===== src/rtl/sjmp_pkg.sv =====
package sjmp_pkg;

    // Displacement width is fixed by the two-byte encoding
    localparam int DISP_W      = 11;
    localparam int DISP_HI_W   = 3;
    localparam int INSTR_BYTES = 2;

    localparam logic [7:0] SKIP_OPCODE = 8'h00;
    localparam logic [4:0] JUMP_PREFIX = 5'b00100;

    typedef enum logic [1:0] {
        KIND_OTHER = 2'd0,
        KIND_SKIP  = 2'd1,
        KIND_JUMP  = 2'd2
    } instr_kind_e;

    typedef struct packed {
        instr_kind_e             kind;
        logic [DISP_W-1:0]       disp;
    } decoded_t;

    function automatic logic opcode_is_jump(input logic [7:0] op);
        return op[7:DISP_HI_W] == JUMP_PREFIX;
    endfunction

    function automatic logic opcode_is_skip(input logic [7:0] op);
        return op == SKIP_OPCODE;
    endfunction

    function automatic logic [DISP_W-1:0] join_disp(input logic [7:0] op,
                                                    input logic [7:0] arg);
        return {op[DISP_HI_W-1:0], arg};
    endfunction

endpackage


===== src/rtl/sjmp_decode.sv =====
module sjmp_decode
    import sjmp_pkg::*;
(
    input  logic [7:0] op_byte,
    input  logic [7:0] arg_byte,
    output decoded_t   dec
);

    always_comb begin
        dec.disp = join_disp(op_byte, arg_byte);
        if (opcode_is_jump(op_byte))
            dec.kind = KIND_JUMP;
        else if (opcode_is_skip(op_byte))
            dec.kind = KIND_SKIP;
        else
            dec.kind = KIND_OTHER;
    end

endmodule


===== src/rtl/sjmp_target.sv =====
module sjmp_target
    import sjmp_pkg::*;
#(
    parameter int PC_W     = 24,
    parameter int NARROW_W = 16,
    parameter int WIDE_W   = 20
) (
    input  logic [PC_W-1:0] cur_pc,
    input  logic            wide_mode,
    input  decoded_t        dec,
    output logic [PC_W-1:0] new_pc
);

    localparam int EXT_W = PC_W - DISP_W;
    localparam logic [PC_W-1:0] NARROW_MASK = {{(PC_W-NARROW_W){1'b0}}, {NARROW_W{1'b1}}};
    localparam logic [PC_W-1:0] WIDE_MASK   = {{(PC_W-WIDE_W){1'b0}}, {WIDE_W{1'b1}}};

    logic [PC_W-1:0] seq_pc;
    logic [PC_W-1:0] disp_ext;
    logic [PC_W-1:0] jump_sum;
    logic [PC_W-1:0] addr_mask;

    always_comb begin
        seq_pc    = cur_pc + PC_W'(INSTR_BYTES);
        disp_ext  = {{EXT_W{dec.disp[DISP_W-1]}}, dec.disp};
        jump_sum  = seq_pc + disp_ext;
        addr_mask = wide_mode ? WIDE_MASK : NARROW_MASK;
        unique case (dec.kind)
            KIND_JUMP: new_pc = jump_sum & addr_mask;
            KIND_SKIP: new_pc = seq_pc & addr_mask;
            default:   new_pc = cur_pc;
        endcase
    end

endmodule


===== src/rtl/sjmp_pc_unit.sv =====
module sjmp_pc_unit
    import sjmp_pkg::*;
#(
    parameter int PC_W     = 24,
    parameter int NARROW_W = 16,
    parameter int WIDE_W   = 20
) (
    input  logic            clk,
    input  logic            rst,
    input  logic            dec_valid,
    input  logic [PC_W-1:0] cur_pc,
    input  logic [7:0]      op_byte,
    input  logic [7:0]      arg_byte,
    input  logic            wide_mode,
    output logic            res_valid,
    output logic [PC_W-1:0] next_pc,
    output logic            jump_taken,
    output logic            not_handled
);

    decoded_t        dec;
    logic [PC_W-1:0] new_pc;

    sjmp_decode u_decode (
        .op_byte  (op_byte),
        .arg_byte (arg_byte),
        .dec      (dec)
    );

    sjmp_target #(
        .PC_W     (PC_W),
        .NARROW_W (NARROW_W),
        .WIDE_W   (WIDE_W)
    ) u_target (
        .cur_pc    (cur_pc),
        .wide_mode (wide_mode),
        .dec       (dec),
        .new_pc    (new_pc)
    );

    always_ff @(posedge clk) begin
        if (rst) begin
            res_valid   <= 1'b0;
            next_pc     <= '0;
            jump_taken  <= 1'b0;
            not_handled <= 1'b0;
        end else begin
            res_valid <= dec_valid;
            if (dec_valid) begin
                next_pc     <= new_pc;
                jump_taken  <= (dec.kind == KIND_JUMP);
                not_handled <= (dec.kind == KIND_OTHER);
            end
        end
    end

    // one-cycle result strobe
    a_r2_valid_follows: assert property (@(posedge clk) disable iff (rst)
        dec_valid |=> res_valid);
    a_r2_no_spurious: assert property (@(posedge clk) disable iff (rst)
        !dec_valid |=> !res_valid);

    // jump opcode classified as taken
    a_r3_jump_flags: assert property (@(posedge clk) disable iff (rst)
        (dec_valid && op_byte[7:3] == 5'b00100) |=> (jump_taken && !not_handled));

    // 64-Kbyte mode keeps the upper byte clear
    a_r5_narrow_upper: assert property (@(posedge clk) disable iff (rst)
        (dec_valid && !wide_mode && (op_byte[7:3] == 5'b00100 || op_byte == 8'h00))
        |=> (next_pc[PC_W-1:NARROW_W] == '0));

    // 1-Mbyte mode keeps bits above the 20-bit space clear
    a_r6_wide_upper: assert property (@(posedge clk) disable iff (rst)
        (dec_valid && wide_mode && (op_byte[7:3] == 5'b00100 || op_byte == 8'h00))
        |=> (next_pc[PC_W-1:WIDE_W] == '0));

    // no-op is neither taken nor rejected
    a_r7_skip_flags: assert property (@(posedge clk) disable iff (rst)
        (dec_valid && op_byte == 8'h00) |=> (!jump_taken && !not_handled));

    // rejected opcode leaves the PC as presented
    a_r8_other_pc: assert property (@(posedge clk) disable iff (rst)
        (dec_valid && op_byte != 8'h00 && op_byte[7:3] != 5'b00100)
        |=> (not_handled && !jump_taken && next_pc == $past(cur_pc)));

    // results hold while no request is present
    a_r9_hold: assert property (@(posedge clk) disable iff (rst)
        !dec_valid |=> ($stable(next_pc) && $stable(jump_taken) && $stable(not_handled)));

endmodule


===== config.mk =====
export PLATFORM = sky130hd
export DESIGN_NAME = sjmp_pc_unit
export DESIGN_NICKNAME = d
export VERILOG_FILES = /design/src/rtl/sjmp_pkg.sv /design/src/rtl/sjmp_decode.sv /design/src/rtl/sjmp_target.sv /design/src/rtl/sjmp_pc_unit.sv
export SDC_FILE = /design/constraint.sdc
export NUM_CORES = 1
export LEC_CHECK = 0
export CORE_UTILIZATION = 44
export CTS_BUF_LIST = sky130_fd_sc_hd__clkbuf_8
export CTS_CLUSTER_DIAMETER = 80
export CTS_CLUSTER_SIZE = 28
export DETAILED_ROUTE_END_ITERATION = 8
export DONT_BUFFER_PORTS = 1
export GPL_ROUTABILITY_DRIVEN = 0
export GPL_TIMING_DRIVEN = 0
export MAX_ROUTING_LAYER = met4
export SLEW_MARGIN = 10
export SYNTH_ARGS = -nofsm -noshare
export SYNTH_HDL_FRONTEND = slang
export SYNTH_SLANG_ARGS = --single-unit

===== constraint.sdc =====
create_clock -name clk -period 3.1 [get_ports clk]
set_input_delay 0.465 -clock clk [delete_from_list [all_inputs] [get_ports clk]]
set_output_delay 0.465 -clock clk [all_outputs]
set_load 0.005 [all_outputs]

After elaboration in Yosys (flattened, before gate mapping)
Index checks and enable logic that the tools add are counted.
{ "totals": {"rom_bits": 0, "mem_count": 0, "ff_bits": 27, "wordCells": 17, "in_bits": 44, "latch_bits": 0, "ramBits": 0} }
{ "classes": {"add_sub_neg": 2, "eq_ne": 3, "muxes": 4, "n_bitwise": 2, "div_mod_pow": 0, "mul": 0, "n_lt_le_gt_ge": 0, "reduce_logical": 2, "n_shift": 0} }
{ "op_table": {"columns": ["cell", "n"], "rows": [
  ["bitwise AND 24 bit", 2],
  ["case mux 24 bit (2 select lines)", 1],
  ["adder 24 x 2 -> 24 bit, second input constant", 1],
  ["adder 24 bit", 1],
  ["two-way mux 20 bit", 1],
  ["logical NOT 8 bit", 1],
  ["equality test 5 x 3 -> 1 bit, second input constant", 1],
  ["equality test 2 x 1 -> 1 bit, second input constant", 1],
  ["equality test 2 bit, second input constant", 1],
  ["logical NOT 2 bit", 1],
  ["two-way mux 2 bit", 1],
  ["two-way mux 1 bit", 1]
]} }

Longest topological paths before layout
{ "logic_depth": {"word_depth": 5, "ltp_mapped": 14, "ltp_nobuf": 13} }

By module
A second synthesis with hierarchy kept.
{ "hier_totals": {"hier_cells": 379, "hier_area_um2": 3020.4} }
{ "modules_own_cells": {"columns": ["mod", "area_per_inst_um2", "cells_each", "n_inst"], "rows": [
  ["sjmp_target", 1916.8, 276, 1],
  ["sjmp_pc_unit", 989.7, 88, 1],
  ["sjmp_decode", 113.9, 15, 1]
]} }

Worst setup path before layout
No wires, ideal clock.
{ "synth_timing": {"path_type": "input-to-reg", "from": "input cur_pc[1]", "to": "register next_pc[19]", "cell_stages": 13, "setup_time_ps": 60, "t_arrival_ps": 2963, "path_slack_ps": 76, "path_buffers": 1, "required_ps": 3040, "cell_sequence": "ha_1 clkbuf_1 nand3_4 nor3_1 xor2_1 ha_1 and3_1 a21boi_1 o21ai_1 nand2b_1 a221oi_4 mux2_4 nand3_2"} }
{ "synth_between": {"elab_chain_cells": 4, "word_cells_on_any_way": 5} }
{ "synth_rtl": {"columns": ["item", "line", "text"], "rows": [
  ["start: declaration", "sjmp_pc_unit.sv:11", "input logic [PC_W-1:0] cur_pc,"],
  ["adder 24 x 2 -> 24 bit *", "sjmp_target.sv:24", "seq_pc = cur_pc + PC_W'(INSTR_BYTES);"],
  ["adder 24 bit", "sjmp_target.sv:26", "jump_sum = seq_pc + disp_ext;"],
  ["bitwise AND 24 bit", "sjmp_target.sv:29", "KIND_JUMP: new_pc = jump_sum & addr_mask;"],
  ["case mux 24 bit (2 select lines) *", "sjmp_target.sv:28", "unique case (dec.kind)"],
  ["end signal: assignment", "sjmp_pc_unit.sv:50", "next_pc <= new_pc;"],
  ["end: declaration", "sjmp_pc_unit.sv:16", "output logic [PC_W-1:0] next_pc,"]
]} }
Mark *: on every way between the ends. The rest lies on a longest branch, timed or not.
A chain may end at the register's enable or synchronous reset.

Final worst setup path
{ "layout_timing": {"from": "input cur_pc[4]", "to": "register next_pc[19]"} }
The elaborated chain is that of the path after synthesis.

==> flow_summary.toml <==
[global_routing]
gr-usage-met2 = 0.455
grt_pass1_vias = 2736
top_usage_layer = "met2"
grt.overflow.total = 0
antenna_found_initial = 0
grt_max_degree = 17
grt_pass1_wl_um = 13400
use_met1 = 0.355
grt_usage = 0.277
grt_use_met3 = 0.0416

[route]
ant_nets = 0
drc = 0
dr.pass1.iters = 4
drtIter0Drc = 172
wl_um = 8410
via_count = 2805
wl_per_cell_um = 18.8
via_per_inst = 6.28

[sta]
rsz0062_at_grt = "false"
slew_headroom = 0.494
finalClockSkew_ns = 0
post-route-min-period_ns = 2.89
drv_slew = 0
setup_viol = 0
fin_ws_ns = 0.214
whs_ns = 0.319
fmax_ghz = 0.346
hold_violations = 0
timing.final.crit_share = 0.931
worst_pin_slew_ns = 0.756

[synth]
synth_top_area_frac = 0.197
synth_cells = 368
ys_ff_latch = 27
yosysSeqAreaShare = 0.197
yosysTopAreaCell = "dfxtp_1"
postSynth.asyncResetShare = 0
yosysUniqueCellTypes = 60
synth_commonest_cells = "nand2_1, a21oi_1, nor2_1"
ys_warn_count = 0
synthFlopType = "dfxtp_1"
syn_avg_cell_area_um2 = 7.47
synth.most_common_cell = "nand2_1"
ys_top_cells_by_area = "dfxtp_1, ha_1, a21oi_1"
syn_area_um2 = 2750
synth-edff-count = 0
syn_nets = 434

[cts]
cts_tree = "yes"
cts.sinks = 27
cts_made_buffers = 3
clock_latency_ns = 0.29
clkSlewWorstSetupHoldPaths_ns = 0.11
cts.hold.buffers_added = 0
cts.path.max_buffers = 2
cts_htree_levels = 1
cts_root_buf = "clkbuf_8"

[die]
die_area_um2 = 6570
die_h_um = 81.0
start_util = 0.459
core-area_um2 = 5990
ioPinCount = 71
row_count = 28
fp.dieW_um = 81.0

[power]
ir_drop_mv = 0.221
power_uw = 976
p_leak_uw = 0.00111
power.density_nw_per_um2 = 335

[place]
place_ws_ns = -0.308
port_buffers = 0
placedCellCount = 443
dp_hpwl_um = 6530

[critical_path]
worstPathRequired_ns = 3.35
crit_fanout = 6
cp_data_arrival_time_ns = 3.14
cp_top_family = "simple AND/OR/NAND/NOR gates"
crit_buf_inv = 0
crit_path_top_delay_cell = "ha_1"
crit_type = "input port to flip-flop"
start_kind = "input port"
path_cells = "and4_4 -> nand4_1 -> nor3_2 -> nand2_1 -> xnor2_1 -> ha_1 -> and3_1 -> a21boi_1 -> o21ai_1 -> nand2b_1 -> a221oi_4 -> mux2_4 -> nand3_2"
crit_path_max_incr_delay_ns = 0.35
endpoint_kind = "flip-flop"

[job]
cap_viol_max_count = 0

[finish]
diodes = 0
drive_gt1_frac = 0.0618
syn_to_final_growth_pct = 5.96
fin_nets = 439
fin_cells = 447

[status]
status = "complete, no violations"

[worst_hold_path]
hold_path.class = "input port to flip-flop"
==> stage by stage <==
step	TNS [ns]	util	area, um^2
after global placement	-0.619	0.475	2840
final	0	0.486	2910
after detailed placement	-0.590	0.475	2840
after CTS	0	0.482	2890
after floorplan	0	-	2750
after global routing	0	0.486	2910
==> layout make-up <==
type / count / area, um^2
Buffer: 15 / 58.8
Clock buffer: 3 / 41.3
Clock inverter: 1 / 7.51
Fill cell: 614 / 3080
Inverter: 10 / 37.5
Multi-Input combinational cell: 315 / 2130
Sequential cell: 27 / 541
Tap cell: 75 / 93.8
Timing Repair Buffer: 1 / 7.51
==> cell families (layout without fill, tap and decap cells) <==
logic type / Yosys count / in the layout / synth area share
XOR/XNOR: 28 / 28 / 0.0919
multiplexers: 8 / 8 / 0.0314
adder cells (fa/ha/maj): 22 / 22 / 0.103
flip-flops: 27 / 27 / 0.197
AO/OA/AOI/OAI: 121 / 121 / 0.294
AND/OR/NAND/NOR: 136 / 136 / 0.247
buffers and inverters: 26 / 30 / 0.0364
==> repair_timing <==
item	CTS	global route
setup buffers	0	1
setup endpoints to repair	1	1
pin swaps	0	1
resized for setup	0	4
==> final timing paths <==
kind | depth (start not counted) | start | slack, ns | endpoint
max | 13 | cur_pc[4] | 0.21 | next_pc[19]
min | 2 | cur_pc[21] | 0.32 | next_pc[21]
max reg2reg | 5 | next_pc[12] | 1.89 | next_pc[12]
min reg2reg | 2 | next_pc[20] | 0.49 | next_pc[20]
==> where the power goes <==
group          total [uW]  switching, uW  internal (uW)
sequential            392           20.6            372
clock                 229            137           92.1
combinational         355            209            146
total                 976            367            609
==> cells in the final DEF (no fill, tap or decap), types with 2 or more instances in the layout <==
master | synthesis | routed
a211oi_1 | 6 | 6
a211oi_2 | 2 | 2
a21o_1 | 8 | 8
a21oi_1 | 35 | 35
a221oi_1 | 2 | 2
a2bb2oi_1 | 2 | 2
a311oi_1 | 3 | 3
a31oi_1 | 3 | 3
and3_1 | 5 | 5
and4_1 | 4 | 4
buf_2 | 2 | 2
clkbuf_1 | 14 | 13
clkbuf_8 | 0 | 3
dfxtp_1 | 27 | 27
ha_1 | 21 | 20
inv_1 | 9 | 9
mux2i_1 | 6 | 6
nand2_1 | 40 | 40
nand3_1 | 25 | 25
nand3b_1 | 2 | 2
nand4_1 | 5 | 5
nor2_1 | 35 | 35
nor2b_1 | 2 | 2
nor3_1 | 6 | 3
nor3_2 | 1 | 4
o211ai_1 | 8 | 8
o21ai_0 | 18 | 18
o21ai_1 | 9 | 9
o21bai_1 | 5 | 5
o221ai_1 | 4 | 4
o22ai_1 | 3 | 3
or3_1 | 2 | 2
xnor2_1 | 18 | 18
xor2_1 | 9 | 9
==> layer usage <==
metal	vias to the layer above	share of wire
met3	9	0.059
met4	0	0.012
met2	102	0.46
met1	1315	0.46
li1	1379	-
met5	-	0
==> state kept, by name, summed over array words and instances, names as in the netlist <==
| register | flops |
|---|---|
| not_handled | 1 |
| jump_taken | 1 |
| next_pc | 24 |
| res_valid | 1 |
Note: power is estimated with default switching activity, not from simulation.
